File: config.mk
export PLATFORM = sky130hd
export DESIGN_NAME = otp_store
export DESIGN_NICKNAME = d
export VERILOG_FILES = /design/src/rtl/otp_pkg.sv /design/src/rtl/otp_mode_decode.sv /design/src/rtl/otp_pulse_timer.sv /design/src/rtl/otp_cell_array.sv /design/src/rtl/otp_store.sv
export SDC_FILE = /design/constraint.sdc
export NUM_CORES = 2
export LEC_CHECK = 0
export BUFFER_PORTS_ARGS = -buffer_cell sky130_fd_sc_hd__buf_2
export CAP_MARGIN = 20
export CELL_PAD_IN_SITES_DETAIL_PLACEMENT = 1
export CELL_PAD_IN_SITES_GLOBAL_PLACEMENT = 2
export CORE_MARGIN = 2
export CORE_UTILIZATION = 30
export DETAILED_ROUTE_END_ITERATION = 16
export PLACE_DENSITY_LB_ADDON = 0.3
export SLEW_MARGIN = 20
export SYNTH_ARGS = -nofsm -noshare
export SYNTH_HDL_FRONTEND = slang
export SYNTH_SLANG_ARGS = --single-unit
export TNS_END_PERCENT = 1
File: constraint.sdc
create_clock -name clk -period 11.4 [get_ports clk]
set_input_delay 2.85 -clock clk [delete_from_list [all_inputs] [get_ports clk]]
set_output_delay 2.85 -clock clk [all_outputs]
set_load 0.03 [all_outputs]
File: src/rtl/otp_pkg.sv
package otp_pkg;

  typedef enum logic [2:0] {
    MD_STANDBY,
    MD_INHIBIT,
    MD_DARK,
    MD_READ,
    MD_IDCODE,
    MD_PROGRAM,
    MD_VERIFY
  } otp_mode_e;

  // Mode priority: select first, then programming supply, then output gate.
  function automatic otp_mode_e decode_mode(input logic ce_n, input logic oe_n,
                                            input logic vpp_hi, input logic a9_hv);
    if (ce_n)   return vpp_hi ? MD_INHIBIT : MD_STANDBY;
    if (vpp_hi) return oe_n ? MD_PROGRAM : MD_VERIFY;
    if (oe_n)   return MD_DARK;
    return a9_hv ? MD_IDCODE : MD_READ;
  endfunction

endpackage

File: src/rtl/otp_mode_decode.sv
module otp_mode_decode
  import otp_pkg::*;
(
  input  logic ce_n,
  input  logic oe_n,
  input  logic vpp_hi,
  input  logic vcc_hi,
  input  logic a9_hv,
  output logic drive_en,
  output logic rd_id,
  output logic prog_window
);

  otp_mode_e mode;

  always_comb begin
    mode        = decode_mode(ce_n, oe_n, vpp_hi, a9_hv);
    drive_en    = (mode == MD_READ) || (mode == MD_IDCODE) || (mode == MD_VERIFY);
    rd_id       = (mode == MD_IDCODE);
    prog_window = (mode == MD_PROGRAM) && vcc_hi;
  end

endmodule

File: src/rtl/otp_pulse_timer.sv
module otp_pulse_timer #(
  parameter int unsigned PULSE_MAX = 16
) (
  input  logic clk,
  input  logic rst_n,
  input  logic pgm_n,
  input  logic window,
  output logic commit,
  output logic dc_fault
);

  localparam int unsigned CAP = PULSE_MAX + 1;
  localparam int unsigned CW  = $clog2(CAP + 1);

  logic [CW-1:0] low_cnt;
  logic          pgm_q;
  logic          rise;
  logic          width_ok;

  function automatic logic [CW-1:0] bump(input logic [CW-1:0] c);
    return (c >= CW'(CAP)) ? c : c + CW'(1);
  endfunction

  always_ff @(posedge clk or negedge rst_n) begin
    if (!rst_n) begin
      low_cnt <= '0;
      pgm_q   <= 1'b1;
    end else begin
      pgm_q   <= pgm_n;
      low_cnt <= pgm_n ? '0 : bump(low_cnt);
    end
  end

  assign rise     = pgm_n & ~pgm_q;
  assign width_ok = (low_cnt <= CW'(PULSE_MAX));
  assign commit   = rise & window & width_ok;
  assign dc_fault = (low_cnt > CW'(PULSE_MAX));

  // a sampled-high strobe always clears the fault on the next cycle
  assert_fault_clears_R11: assert property (@(posedge clk) disable iff (!rst_n)
    pgm_n |=> !dc_fault);

endmodule

File: src/rtl/otp_cell_array.sv
module otp_cell_array #(
  parameter int unsigned DATA_W  = 8,
  parameter int unsigned DEPTH_W = 8
) (
  input  logic               clk,
  input  logic               rst_n,
  input  logic               erase,
  input  logic               we,
  input  logic [DEPTH_W-1:0] idx,
  input  logic [DATA_W-1:0]  wdata,
  input  logic               rd_id,
  input  logic [DATA_W-1:0]  id_byte,
  output logic [DATA_W-1:0]  rd_data
);

  localparam int unsigned        DEPTH = 1 << DEPTH_W;
  localparam logic [DATA_W-1:0]  BLANK = '1;

  logic [DATA_W-1:0] store [DEPTH];
  logic [DEPTH-1:0]  burned;
  logic [DATA_W-1:0] cell_now;
  logic [DATA_W-1:0] merged;

  function automatic logic [DATA_W-1:0] peek(input logic [DEPTH_W-1:0] i);
    return burned[i] ? store[i] : BLANK;
  endfunction

  function automatic logic [DATA_W-1:0] clear_only(input logic [DATA_W-1:0] old_v,
                                                   input logic [DATA_W-1:0] new_v);
    return old_v & new_v;
  endfunction

  assign cell_now = burned[idx] ? store[idx] : BLANK;
  assign merged   = clear_only(cell_now, wdata);

  always_ff @(posedge clk) begin
    if (we) store[idx] <= merged;
  end

  always_ff @(posedge clk or negedge rst_n) begin
    if (!rst_n)       burned <= '0;
    else if (erase)   burned <= '0;
    else if (we)      burned[idx] <= 1'b1;
  end

  always_ff @(posedge clk or negedge rst_n) begin
    if (!rst_n) rd_data <= '0;
    else        rd_data <= rd_id ? id_byte : cell_now;
  end

  // erase leaves no location marked written, even with a write on the same edge
  assert_erase_blank_R1: assert property (@(posedge clk) disable iff (!rst_n)
    erase |=> (burned == '0));

  // a write never turns a 0 bit into a 1
  assert_no_bit_set_R2: assert property (@(posedge clk) disable iff (!rst_n)
    (we && !erase) |=> ((peek($past(idx)) & ~$past(cell_now)) == '0));

endmodule

File: src/rtl/otp_store.sv
module otp_store #(
  parameter int unsigned     ADDR_W    = 17,
  parameter int unsigned     DATA_W    = 8,
  parameter int unsigned     DEPTH_W   = 8,
  parameter int unsigned     PULSE_MAX = 16,
  parameter logic [DATA_W-1:0] MFR_CODE = 8'h8F,
  parameter logic [DATA_W-1:0] DEV_CODE = 8'h86
) (
  input  logic              clk,
  input  logic              rst_n,
  input  logic [ADDR_W-1:0] addr,
  input  logic [DATA_W-1:0] din,
  input  logic              ce_n,
  input  logic              oe_n,
  input  logic              pgm_n,
  input  logic              vpp_hi,
  input  logic              vcc_hi,
  input  logic              a9_hv,
  input  logic              erase,
  output logic [DATA_W-1:0] dout,
  output logic              dout_en,
  output logic              dc_fault
);

  localparam logic [ADDR_W-1:0] ID_SKIP = ADDR_W'(1) | (ADDR_W'(1) << 9);

  logic              rd_id;
  logic              prog_window;
  logic              commit;
  logic [DATA_W-1:0] id_byte;
  logic              armed;

  function automatic logic [DATA_W-1:0] id_pick(input logic [ADDR_W-1:0] a);
    if ((a & ~ID_SKIP) != '0) return '1;
    return a[0] ? DEV_CODE : MFR_CODE;
  endfunction

  assign id_byte = id_pick(addr);

  otp_mode_decode u_decode (
    .ce_n        (ce_n),
    .oe_n        (oe_n),
    .vpp_hi      (vpp_hi),
    .vcc_hi      (vcc_hi),
    .a9_hv       (a9_hv),
    .drive_en    (dout_en),
    .rd_id       (rd_id),
    .prog_window (prog_window)
  );

  otp_pulse_timer #(.PULSE_MAX(PULSE_MAX)) u_timer (
    .clk      (clk),
    .rst_n    (rst_n),
    .pgm_n    (pgm_n),
    .window   (prog_window),
    .commit   (commit),
    .dc_fault (dc_fault)
  );

  otp_cell_array #(.DATA_W(DATA_W), .DEPTH_W(DEPTH_W)) u_array (
    .clk     (clk),
    .rst_n   (rst_n),
    .erase   (erase),
    .we      (commit),
    .idx     (addr[DEPTH_W-1:0]),
    .wdata   (din),
    .rd_id   (rd_id),
    .id_byte (id_byte),
    .rd_data (dout)
  );

  always_ff @(posedge clk or negedge rst_n) begin
    if (!rst_n) armed <= 1'b0;
    else        armed <= 1'b1;
  end

  // deselected device never drives
  assert_standby_quiet_R4: assert property (@(posedge clk) disable iff (!rst_n)
    ce_n |-> !dout_en);
  // output gate high keeps the driver off
  assert_gate_off_R3: assert property (@(posedge clk) disable iff (!rst_n)
    oe_n |-> !dout_en);
  // inhibit blocks writes
  assert_inhibit_R8: assert property (@(posedge clk) disable iff (!rst_n)
    ce_n |-> !commit);
  // normal read mode never writes
  assert_read_nowrite_R6: assert property (@(posedge clk) disable iff (!rst_n)
    !vpp_hi |-> !commit);
  // an over-long strobe never commits on its release
  assert_overlong_blocked_R11: assert property (@(posedge clk) disable iff (!rst_n)
    (dc_fault && pgm_n) |-> !commit);
  // identification at address zero yields the maker code
  assert_idcode_R10: assert property (@(posedge clk) disable iff (!rst_n)
    (armed && $past(rd_id && (addr == '0))) |-> (dout == MFR_CODE));

endmodule

==> run metrics <==
status=finished, final reports clean; Setup crit end kind=register; CP top delay family=simple AND/OR/NAND/NOR gates; IO Pins=44; global-route congestion overflow total=0; area post-placement=95500 sq um; max-slew violation count=0; Synth warnings=0; final-report hold violation count=0; vias in the first global route=47.7k; Num CTS Buffers=242; final setup TNS=0 ns; CTS H-tree lvls=4; CTS Hold Buffers Added=0; routed vias=45.3k; Final setup viols=0; Synth async-reset ratio=11.6%; TritonCTS sink count=2318; Top cell by count, worst path=buf_12; f_max=120 MHz; setup bufs post-CTS=0; Fin Hold WS=0.491 ns; leakage=32.3 nW; crit-path max cell delay=1.04 ns; row count=201; final setup skew=0.0900 ns; dominant synthesized flop cell=edfxtp_1; Tcrit/Tclk final=72.8%; max cap viols=0; critical path data arrival time=8.70 ns; Initial Utilization=30.1%; Pwr per Cell Area=171 nW/um^2; vias per std cell=5.15; Synth Net Count=4578; CP startpoint=addr[0]; Die Wd=552 microns; CTS tree=built; Filler cells=29.4k; maximum VDD drop=0.123 mV; Crit Path Class=input pin to register; worst-path fanout max=137; remaining antenna violation count after routing=0; die height=552 microns; Final #Nets=4689; Slew HR=19.1%; die area=305000 sq um; fin area=103000 sq um; GP Congestion=0.743; layout cells sized above 1=24.7%; initial antenna violation count=15; Worst Hold Class=register to register; synth unique cells=43; DR WL/cell=28.9 microns; drt pass-1 iters=5; critical-path cell list=buf_8 > buf_12 > buf_12 > mux4_2 > a22oi_1 > a21oi_1 > nor4_1 > o22ai_1 > nor3_1 > nor2b_4 > buf_12 > buf_16; Area Growth Syn to Fin=14.2%; Core Region=300000 sq um; Remaining DRCs=0; slowest CP cell=nor4_1; Resize count post-CTS=0; CTS Buffer Depth=4; first-pass GRT wire length=364000 microns; synthesized cell area=90200 sq um; Clock Root Buffer=clkbuf_16; Port Buffers=42; Synth Register Bits=2318; DPL Wire Length=149000 microns; largest net degree at the start of global routing=185; fin crit period=8.30 ns; Critical Path RT=11.80 ns; CP startpoint kind=input pin; WL final=255000 microns; final worst slack=3.10 ns; hold path start=u_array.burned[47]; CP bufs+invs=5; clock latency on the worst-skew pair=0.91 ns; Total Routing Usage GR=16.5%; worst slew pin tran=1.20 ns; FF-to-FF Start=u_array.store[168][6]; Post-synth EDFFs=2048; Place WS=2.39 ns; final core area utilization=34.4%; sequential element share of the synthesized area=75.7%; Reg clk slew, reported paths=0.06 ns; syn avg cell area=19.9 sq um; RSZ-0062 raised after global routing=no; Initial DRC Count=3790; Synth Instances=4541
==> worst paths after layout <==
path / end / slack, ns / cells past startpoint
max: u_array.store[226][3] / 3.10 / 12
min: u_array.burned[47] / 0.49 / 2
max reg2reg: u_array.store[90][6] / 6.06 / 9
min reg2reg: u_array.burned[47] / 0.49 / 2
max in group asynchronous: u_array.burned[42] / 7.65 / 2
min in group asynchronous: u_timer.low_cnt[4] / 2.09 / 1
==> layer usage <==
metal  part of all wire, %  wire length (microns)  global-route usage [%]
met5                     0                      0                       0
met2                    48                 122000                    26.4
met4                   2.2                   5510                    3.86
met3                   5.0                  12900                    2.42
met1                    45                 114000                    23.6
==> final cells by class <==
cell class	count	area, sq um	area share (%)
Antenna cell	10	25.0	0.0243
Clock buffer	296	6410	6.23
Clock inverter	137	972	0.944
Inverter	2	7.51	0.00729
Multi-Input combinational cell	1918	20800	20.2
Sequential cell	2318	68300	66.3
Tap cell	3958	4950	4.81
Timing Repair Buffer	170	1570	1.53
==> cell usage after synthesis (all sizes together), types with 2 or more instances <==
cell type | count | area (sq um)
edfxtp | 2048 | 61500
o41ai | 9 | 78.8
mux4 | 623 | 14000
nor2 | 555 | 2080
a22oi | 211 | 1580
ha | 3 | 37.5
a221oi | 2 | 17.5
nand2 | 39 | 146
nor4 | 17 | 106
inv | 2 | 7.51
nor3 | 14 | 70.1
mux2i | 4 | 40.0
o22ai | 5 | 31.3
xor2 | 2 | 17.5
o21ai | 11 | 55.1
nor2b | 15 | 93.8
a22o | 4 | 35.0
nand3 | 7 | 35.0
or4 | 2 | 15.0
nand3b | 2 | 15.0
a21o | 2 | 15.0
nor4b | 2 | 17.5
or4b | 2 | 20.0
o32ai | 2 | 17.5
and2 | 6 | 37.5
a21oi | 360 | 1800
clkbuf | 195 | 732
buf | 108 | 681
nand2b | 11 | 68.8
dfrtp | 269 | 6730
==> cells in the final DEF (no fill, tap or decap), types with 4 or more instances in the layout <==
cell type   Yosys  layout
buf_4          15     100
clkbuf_1      195      42
nor4_1         17      13
nor2b_4         0       7
diode_2         0      10
clkinvlp_4      0       5
and2_4          0       4
mux2i_1         4       4
a21oi_1       360     360
inv_6           0       4
o22ai_1         5       5
a22o_1          4       4
nor3_2          0       6
nor2b_1        15       6
edfxtp_1     2048    2048
bufinv_16       0      13
a22oi_1       211     211
buf_2          55      37
dfrtp_1       269     269
clkinv_2        0      58
nand2_2         0      10
nor4_2          0       4
nor2_1        555     533
o21ai_0        11      11
clkbuf_8        0       9
nand2_1        39      29
nand2b_1       11       9
mux4_2        623     623
buf_12          0      27
nor2_2          0      21
o41ai_1         9       9
nand3_2         0       5
clkbuf_16       0     245
nor3_1         14       8
clkinv_1        0      56
==> logic make-up (layout without fill, tap and decap cells) <==
logic type / Yosys count / in the layout / share of synthesized area, %
buffers and inverters: 305 / 605 / 1.57
AO/OA/AOI/OAI: 609 / 609 / 4.06
flip-flops: 2318 / 2318 / 75.7
adder cells (fa/ha/maj): 3 / 3 / 0.0416
XOR/XNOR: 2 / 2 / 0.0194
AND/OR/NAND/NOR: 677 / 677 / 3.04
other: 0 / 10 / 0
multiplexers: 627 / 627 / 15.6
==> registers in the layout, indices dropped and copies added (netlist names) <==
name	cells
u_array.store	2048
u_array.burned	256
u_array.rd_data	8
u_timer.low_cnt	5
u_timer.pgm_q	1
==> report_power, final <==
group,internal [mW],switching (mW),leakage (nW),total [mW]
Sequential,9.24,0.00165,22.1,9.24
Clock,4.25,3.29,3.65,7.54
Combinational,0.274,0.579,6.55,0.853
==> through the flow <==
| step | total power [mW] | cells |
|---|---|---|
| floorplan | 9.92 | 4541 |
| global placement | 10.3 | 8364 |
| detailed placement | 10.3 | 8365 |
| CTS | 17.8 | 8798 |
| global route | 18.2 | 8801 |
| finish | 17.6 | 8809 |
==> worst reg2reg max path, cell delays in order (launching register included) <==
cell and delay, ns:
edfxtp_1 0.38, mux4_2 0.49, a22oi_1 0.34, a21oi_1 0.27, nor4_1 1.06, o22ai_1 0.44, nor3_1 0.85, nor2b_4 0.32
buf_4 0.28, buf_4 0.35
Note: power is estimated with default switching activity, not from simulation.
